===== config.mk =====
export PLATFORM = sky130hd
export DESIGN_NAME = fetch_split
export DESIGN_NICKNAME = d
export VERILOG_FILES = /design/src/rtl/fetch_pkg.sv /design/src/rtl/fetch_ctrl.sv /design/src/rtl/fetch_datapath.sv /design/src/rtl/fetch_split.sv
export SDC_FILE = /design/constraint.sdc
export NUM_CORES = 1
export LEC_CHECK = 0
export ABC_AREA = 1
export BUFFER_PORTS_ARGS = -buffer_cell sky130_fd_sc_hd__clkbuf_2
export CAP_MARGIN = 20
export CORE_AREA = 5 5 111 113
export DETAILED_ROUTE_END_ITERATION = 12
export DIE_AREA = 0 0 116 118
export PLACE_DENSITY_LB_ADDON = 0.1
export SYNTH_ARGS = -nofsm -noshare
export SYNTH_HDL_FRONTEND = slang
export SYNTH_SLANG_ARGS = --single-unit
export TNS_END_PERCENT = 50

===== constraint.sdc =====
create_clock -name vclk -period 6.3
set_clock_uncertainty 0.15 [all_clocks]
set_input_delay 0.63 -clock vclk [all_inputs]
set_output_delay 0.63 -clock vclk [all_outputs]
set_load 0.01 [all_outputs]

===== src/rtl/fetch_pkg.sv =====
package fetch_pkg;
  localparam logic [3:0] IC_HALT  = 4'h0;
  localparam logic [3:0] IC_NOP   = 4'h1;
  localparam logic [3:0] IC_CMOV  = 4'h2;
  localparam logic [3:0] IC_IRMOV = 4'h3;
  localparam logic [3:0] IC_RMMOV = 4'h4;
  localparam logic [3:0] IC_MRMOV = 4'h5;
  localparam logic [3:0] IC_OP    = 4'h6;
  localparam logic [3:0] IC_JUMP  = 4'h7;
  localparam logic [3:0] IC_CALL  = 4'h8;
  localparam logic [3:0] IC_RET   = 4'h9;
  localparam logic [3:0] IC_PUSH  = 4'hA;
  localparam logic [3:0] IC_POP   = 4'hB;
  localparam logic [3:0] REG_NONE = 4'hF;

  typedef enum logic [2:0] {
    ST_AOK = 3'd1,
    ST_HLT = 3'd2,
    ST_ADR = 3'd3,
    ST_INS = 3'd4
  } fetchStat_e;

  typedef struct packed {
    logic hasRegByte;
    logic hasConst;
  } fetchStrobes_t;
endpackage


===== src/rtl/fetch_ctrl.sv =====
module fetch_ctrl
  import fetch_pkg::*;
(
  input  logic [7:0]    opByte,
  input  logic          memErr,
  output logic [3:0]    icode,
  output logic [3:0]    ifun,
  output logic          instrValid,
  output logic [2:0]    stat,
  output fetchStrobes_t strobes
);
  logic [3:0] rawCode;

  always_comb begin
    rawCode = opByte[7:4];
    if (memErr) begin
      icode = IC_NOP;
      ifun  = 4'h0;
    end else begin
      icode = rawCode;
      ifun  = opByte[3:0];
    end
  end

  always_comb begin
    strobes.hasRegByte = 1'b0;
    strobes.hasConst   = 1'b0;
    instrValid         = 1'b1;
    unique case (icode)
      IC_CMOV, IC_OP, IC_PUSH, IC_POP: strobes.hasRegByte = 1'b1;
      IC_IRMOV, IC_RMMOV, IC_MRMOV: begin
        strobes.hasRegByte = 1'b1;
        strobes.hasConst   = 1'b1;
      end
      IC_JUMP, IC_CALL: strobes.hasConst = 1'b1;
      IC_HALT, IC_NOP, IC_RET: ;
      default: instrValid = 1'b0;
    endcase
  end

  always_comb begin
    if (memErr)               stat = ST_ADR;
    else if (!instrValid)     stat = ST_INS;
    else if (icode == IC_HALT) stat = ST_HLT;
    else                      stat = ST_AOK;
  end
endmodule


===== src/rtl/fetch_datapath.sv =====
module fetch_datapath
  import fetch_pkg::*;
#(
  parameter int WORD_W = 64,
  parameter int BYTE_W = 8
) (
  input  logic [WORD_W-1:0]                    pc,
  input  logic [(2+WORD_W/BYTE_W)*BYTE_W-1:0]  memWindow,
  input  fetchStrobes_t                        strobes,
  output logic [3:0]                           rA,
  output logic [3:0]                           rB,
  output logic [WORD_W-1:0]                    valC,
  output logic [WORD_W-1:0]                    valP
);
  localparam int CONST_BYTES = WORD_W / BYTE_W;
  localparam int CONST_LEN   = CONST_BYTES;

  logic [BYTE_W-1:0] regByte;
  assign regByte = memWindow[BYTE_W +: BYTE_W];

  always_comb begin
    if (strobes.hasRegByte) begin
      rA = regByte[7:4];
      rB = regByte[3:0];
    end else begin
      rA = REG_NONE;
      rB = REG_NONE;
    end
  end

  for (genvar b = 0; b < CONST_BYTES; b++) begin : g_constByte
    assign valC[b*BYTE_W +: BYTE_W] = strobes.hasRegByte
        ? memWindow[(b+2)*BYTE_W +: BYTE_W]
        : memWindow[(b+1)*BYTE_W +: BYTE_W];
  end

  logic [WORD_W-1:0] instLen;
  always_comb begin
    instLen = WORD_W'(1);
    if (strobes.hasRegByte) instLen = instLen + WORD_W'(1);
    if (strobes.hasConst)   instLen = instLen + WORD_W'(CONST_LEN);
  end

  assign valP = pc + instLen;
endmodule


===== src/rtl/fetch_split.sv =====
module fetch_split
  import fetch_pkg::*;
#(
  parameter int WORD_W = 64,
  parameter int BYTE_W = 8,
  localparam int WIN_W = (2 + WORD_W/BYTE_W) * BYTE_W
) (
  input  logic [WORD_W-1:0] pc,
  input  logic [WIN_W-1:0]  memWindow,
  input  logic              memErr,
  output logic [3:0]        icode,
  output logic [3:0]        ifun,
  output logic [3:0]        rA,
  output logic [3:0]        rB,
  output logic [WORD_W-1:0] valC,
  output logic [WORD_W-1:0] valP,
  output logic              instrValid,
  output logic [2:0]        stat
);
  fetchStrobes_t strobes;

  fetch_ctrl u_ctrl (
    .opByte    (memWindow[BYTE_W-1:0]),
    .memErr    (memErr),
    .icode     (icode),
    .ifun      (ifun),
    .instrValid(instrValid),
    .stat      (stat),
    .strobes   (strobes)
  );

  fetch_datapath #(.WORD_W(WORD_W), .BYTE_W(BYTE_W)) u_dp (
    .pc       (pc),
    .memWindow(memWindow),
    .strobes  (strobes),
    .rA       (rA),
    .rB       (rB),
    .valC     (valC),
    .valP     (valP)
  );
endmodule


Yosys cells after proc, flatten, opt, wreduce, memory -nomap -nowiden:

Cells that the tools add are included.
W data, S select, Z words.

* mux-type cells: 20
* reduce and logical (&&, ||, !) cells: 4
* add/sub/neg operators: 2
* eq/ne operators: 11

Operators by type and width (count)
* $add A64 B64 Y64: 1
* $mux W64: 1
* $mux W8: 8
* $eq A4 B3 Y1 const B: 4
* $eq A4 B4 Y1 const B: 4
* $mux W4: 4
* $reduce_or A12 Y1: 1
* $eq A4 B2 Y1 const B: 2
* $reduce_or A7 Y1: 1
* $mux W3: 2
* $add A2 B4 Y5 const B: 1
* $reduce_or A5 Y1: 1
* $eq A4 B1 Y1 const B: 1
* $logic_not A4 Y1: 1
* $mux W2: 2
* $mux W1: 3

* word-level logic and storage cells: 37
* output and inout port bits: 148
* register bits: 0
* input bits: 145

Depth between registers and ports, before layout:

Gate-level depths: netlist of the first run.

* word-level depth: 8
* depth in mapped cells: 18
* gate-level depth less buffers: 18

Hierarchy:

From an unflattened synthesis of the first run, not the netlist that was laid out.

* cells, all modules: 750
* area total of the unflattened synthesis: 3344.5 µm²

By module, submodules not included
* fetch_datapath: area each 3108.0 µm², cells each 704, instances 1, sequential area each 0.0 µm²
* fetch_ctrl: area each 236.5 µm², cells each 46, instances 1, sequential area each 0.0 µm²

Least setup slack after synthesis of the first run:

OpenSTA, ideal clock, no wires.

* path kind: input-to-output
* start: in memErr
* end: out valP[34]
* path buffers: 0
* data required time: 5.520 ns
* slack: 3.066 ns
* stages on the path: 13
* arrival: 2.454 ns
* path through: inv_2 -> nand2_1 -> nand2_1 -> nor2_1 -> nor2_1 -> o221ai_1 -> ha_1 -> nand2_1 -> nor2_1 -> nand2_1 -> o21bai_1 -> nand4_1 -> xnor2_1

* cells in the longest elaborated chain, start to end: 8
* elaborated cells between the ends (all ways): 18
* those cells by class: add/sub: 2; eq/ne: 9; mux: 5; reduce/logical: 2

RTL lines
* from (decl): line fetch_split.sv:10 `input logic memErr,`
* $mux W4 (*): line fetch_ctrl.sv:16 `if (memErr) begin`
* $eq A4 B2 Y1, or another cell as far along: line fetch_ctrl.sv:29 `unique case (icode)`
* $reduce_or A7 Y1 (no line)
* $mux W1: line fetch_ctrl.sv:29
* $mux W2: line fetch_datapath.sv:40 `if (strobes.hasRegByte) instLen = instLen + WORD_W'(1);`
* $add A2 B4 Y5: line fetch_datapath.sv:41 `if (strobes.hasConst) instLen = instLen + WORD_W'(CONST_LEN);`
* $mux W64 (*): line fetch_datapath.sv:41
* $add A64 B64 Y64 (*): line fetch_datapath.sv:44 `assign valP = pc + instLen;`
* to (decl): line fetch_split.sv:16 `output logic [WORD_W-1:0] valP,`

Every way passes the cells marked *; elsewhere a longest branch is shown, timed or not.

Worst setup path in the final report of the first run:

Ends and elaborated chain as after synthesis.

==> impl_metrics.json, run 1 <==
{
  "critPathMaxFanout": 81,
  "drtPass1Iterations": 5,
  "place_ws_ps": 1620,
  "overflow": 0,
  "antenna_found_initial": 1,
  "syn_inst": 715,
  "rsz0062_at_grt": "false",
  "total_power_w": 0.000343,
  "diodes": 0,
  "grt_usage": 0.233,
  "drive_gt1_frac": 0.322,
  "synth_seq_area_share": 0,
  "die_h_um": 118,
  "max_slew.worst_pin.slew_ps": 905,
  "start_util": 0.292,
  "postCtsSetupBuffers": 0,
  "area_growth_pct": 48.8,
  "core.rowCount": 39,
  "drtAntennaViolNets": 0,
  "routed_wl_mm": 17.0,
  "cp.required_ps": 5520,
  "postCtsHoldBufs": 0,
  "hold-worst-slack_ps": 1370,
  "io_pins": 293,
  "run_status": "finished, final reports clean",
  "multi_input_area_sq_mm": 0.00284,
  "hp-class": "in2out",
  "slew_violations": 0,
  "critPathLaunchType": "input pin",
  "core-area_sq_mm": 0.0112,
  "fin_crit_ps": 4700,
  "nClkBuffers": 0,
  "period_share": 0.746,
  "drtIter0Drc": 308,
  "worst_setup_path_end_kind": "output port",
  "synth_area_sq_mm": 0.00327,
  "gp_congestion": 0.970,
  "p_per_area_mw_per_mm2": 70.5,
  "hold_viol_final": 0,
  "viasPerCell": 4.74,
  "grt_pass1_vias": 5218,
  "drv_cap": 0,
  "nFlopsAndLatches": 0,
  "syn-num-nets": 862,
  "avgRoutedWirePerCell_um": 14.9,
  "slew_headroom": 0.391,
  "cts_resized": 0,
  "area.sequential_sq_um": 0,
  "num-fill-cells": 1352,
  "grt_max_degree": 82,
  "dieArea_sq_mm": 0.0137,
  "utilization": 0.434,
  "die_x_um": 116,
  "critPathArrivalTime_ps": 3920,
  "drcViolationCount": 0,
  "power_leakage_nw": 2.87,
  "port_buffers": 293,
  "yosys_warnings": 0,
  "finalSetupTns_ps": 0,
  "worstSetupPathType": "in2out",
  "ys_types": 26,
  "synth_area_per_cell_sq_um": 4.58,
  "nNetsFinal": 1144,
  "grt_pass1_wl_mm": 25.9,
  "ir_worst_vdd_mv": 0.0496,
  "dp_hpwl_mm": 15.4,
  "fmax_mhz": 213,
  "vias": 5399,
  "setup_viol": 0,
  "fin_ws_ps": 1600
}
-- power by group --
group	total [W]	switching (W)	internal, W
combinational	0.000343	0.000213	0.000130
clock	0	0	0
sequential	0	0	0
-- cell usage in the layout (no fill, tap or decap), drive strengths merged, types with 7 or more instances in the layout --
cell type	Yosys	routed
nand4	35	35
xnor2	15	15
nor3	14	14
nand3b	7	7
o21ai	19	19
nand2	321	321
nor4	10	10
xor2	31	31
inv	98	98
nand3	34	34
clkbuf	10	293
nor2	106	106
-- area by class of cell --
class,instances,share of cell area
Tap cell,143,0.0367
Multi-Input combinational cell,602,0.584
Inverter,98,0.0755
Timing Repair Buffer,295,0.304
-- final timing paths --
check / slack (ps) / start / depth (start not counted) / endpoint
worst min-delay path: 1370 / memWindow[2] / 4 / ifun[2]
worst max-delay path: 1600 / memErr / 17 / valP[34]
-- metal layers --
metal  wire [um]  up-vias  track usage
met5          11        -            0
met4         675        2       0.0747
met3        1810       44       0.0576
met2        8300      270        0.421
met1        6170     2287        0.263
li1            -     2796            -
-- logic make-up after synthesis --
group | synth area share
simple gates | 0.689
compound gates | 0.0485
buf+inv | 0.131
fa+ha+maj | 0.00764
xor+xnor | 0.123
-- per-stage QoR --
step,std cells,instance area (sq um)
detailed placement,1138,4870
global placement,1138,4870
global route,1138,4870
finish,1138,4870
CTS,1138,4870
floorplan,715,3270
-- synthesized netlist by cell type, drive strengths merged, types with 7 or more instances --
library cell / instances / share of area
o21ai: 19 / 0.029
nor4: 10 / 0.019
nand2: 321 / 0.38
inv: 98 / 0.11
xor2: 31 / 0.083
xnor2: 15 / 0.040
nor3: 14 / 0.021
clkbuf: 10 / 0.011
nor2: 106 / 0.13
nand3b: 7 / 0.016
nand3: 34 / 0.054
nand4: 35 / 0.069
-- critical path: stages --
cell,delay [ps]
clkbuf_2,160
inv_2,100
nand3_1,120
inv_1,60
nand2_1,70
nand2_2,80
nor2_4,70
buf_4,470
inv_2,40
buf_4,350
nor2_1,260
ha_1,200
nor2_1,70
o21bai_1,620
nand4_1,240
xnor2_1,200
clkbuf_2,150
(Power assumes the default switching activity.)
==> run 2: changes to the inputs <==
Clock period 6.3 ns to 4.2 ns, I/O delays scaled along.
==> run 2 against run 1 <==
Effect of this change:
- final area stayed put
- worst hold slack worse by 420 ps
- critical path depth is 2 lower
- cell count stayed put
- worst setup slack worse by 1000 ps
- clock-buffer cell count stayed put
- combinational power is 50% higher
- power is 50% higher
- global-route usage is 0.052 points lower
- routed wire length hardly changed
- first-iteration DRC count is 7.8% higher
==> impl_metrics.json, run 2 (same netlist as run 1, synthesis figures left out) <==
{
  "run_status": "finished, final reports clean",
  "fin_crit_ps": 3600,
  "fmax_mhz": 277,
  "io_pins": 293,
  "cp_cell_sequence": "clkbuf_2 > inv_2 > nand2_1 > nand2_1 > nor2_1 > nor2_1 > o221ai_1 > ha_1 > nand2_1 > nor2_1 > nand2_1 > o21bai_1 > nand4_1 > xor2_1 > clkbuf_2",
  "vias": 5420,
  "drtPass1Iterations": 5,
  "critPathLaunch": "memErr",
  "critPathArrivalTime_ps": 3030,
  "drtIter0Drc": 332,
  "nClkBuffers": 0,
  "max_slew.worst_pin.slew_ps": 938,
  "crit_top_cell": "nand2_1",
  "grt.busiest_layer": "met2",
  "antenna_found_initial": 0,
  "dp_hpwl_mm": 15.3,
  "grt_usage": 0.233,
  "setup_viol": 0,
  "power_leakage_nw": 2.87,
  "area.sequential_sq_um": 0,
  "viasPerCell": 4.76,
  "hold_viol_final": 0,
  "slew_violations": 0,
  "gp_congestion": 0.952,
  "drive_gt1_frac": 0.322,
  "worst_setup_path_end_kind": "output port",
  "met2_usage": 0.424,
  "postCtsHoldBufs": 0,
  "grt_pass1_wl_mm": 26.0,
  "slowest_delay_ps": 550,
  "critPathMaxFanout": 9,
  "cp_slowest_cell": "o21bai_1",
  "utilization": 0.434,
  "drcViolationCount": 0,
  "core.rowCount": 39,
  "grtUsageMet3": 0.0488,
  "ir_worst_vdd_mv": 0.0781,
  "diodes": 0,
  "rsz0062_at_grt": "false",
  "period_share": 0.858,
  "met1_usage": 0.278,
  "cts_resized": 0,
  "core-area_sq_mm": 0.0112,
  "critPathLaunchType": "input pin",
  "port_buffers": 293,
  "start_util": 0.292,
  "finalSetupTns_ps": 0,
  "die_x_um": 116,
  "slew_headroom": 0.369,
  "grt_max_degree": 81,
  "fin_cells": 1138,
  "p_per_area_mw_per_mm2": 106,
  "drtAntennaViolNets": 0,
  "hp-class": "in2out",
  "grt_pass1_vias": 5177,
  "area_growth_pct": 48.8,
  "final_cell_mix": "nand2_1 (310), clkbuf_2 (293), nor2_1 (100)",
  "dieArea_sq_mm": 0.0137,
  "endpoint": "valP[42]",
  "cp.required_ps": 3630,
  "drv_cap": 0,
  "worstSetupPathType": "in2out",
  "nNetsFinal": 1144,
  "overflow": 0,
  "nFlopsAndLatches": 0,
  "die_h_um": 118,
  "mostFrequentLayoutCell": "nand2_1",
  "postCtsSetupBuffers": 0,
  "routed_wl_mm": 17.0,
  "dp_cells": 1138,
  "avgRoutedWirePerCell_um": 14.9
}
==> run 2: metrics by stage <==
stage	setup slack [ps]	power (W)	area, sq um	hold WS, ps
finish	595	0.000516	4870	949
global route	277	0.000570	4870	974
CTS	639	0.000523	4870	952
detailed placement	644	0.000521	4870	952
global placement	687	0.000525	4870	954
floorplan	1390	0.000253	3270	738
==> run 2: where the power goes <==
part	internal, W	switching (W)	total, W
clock	0	0	0
sequential	0	0	0
combinational	0.000195	0.000322	0.000516
==> run 2: critical path, delay by kind of cell <==
family,cells,cell delay (ps)
AOI/OAI and AO/OA,2,680
xor gates and xnor gates,1,230
adders and majority gates,1,400
buffers and inverters,3,440
and+or+nand+nor,8,860
==> run 2: worst min-delay path by stage <==
stage,startpoint,end,cells past startpoint
6_report,memWindow[2],ifun[2],4
5_1_grt,memWindow[0],ifun[0],4
4_1_cts,memWindow[2],ifun[2],4
3_5_place_dp,memWindow[2],ifun[2],4
3_3_place_gp,memWindow[0],ifun[0],4
2_1_floorplan,memErr,ifun[0],1
==> run 2: layer usage <==
layer	wire (um)	part of all wire
met2	8400	0.49
met3	1730	0.10
met4	372	0.022
met1	6480	0.38
met5	0	0
==> run 2: area by class of cell <==
type | count | area [sq um]
Inverter | 98 | 368
Fill cell | 1399 | 6350
Multi-Input combinational cell | 602 | 2840
Tap cell | 143 | 179
Timing Repair Buffer | 295 | 1480
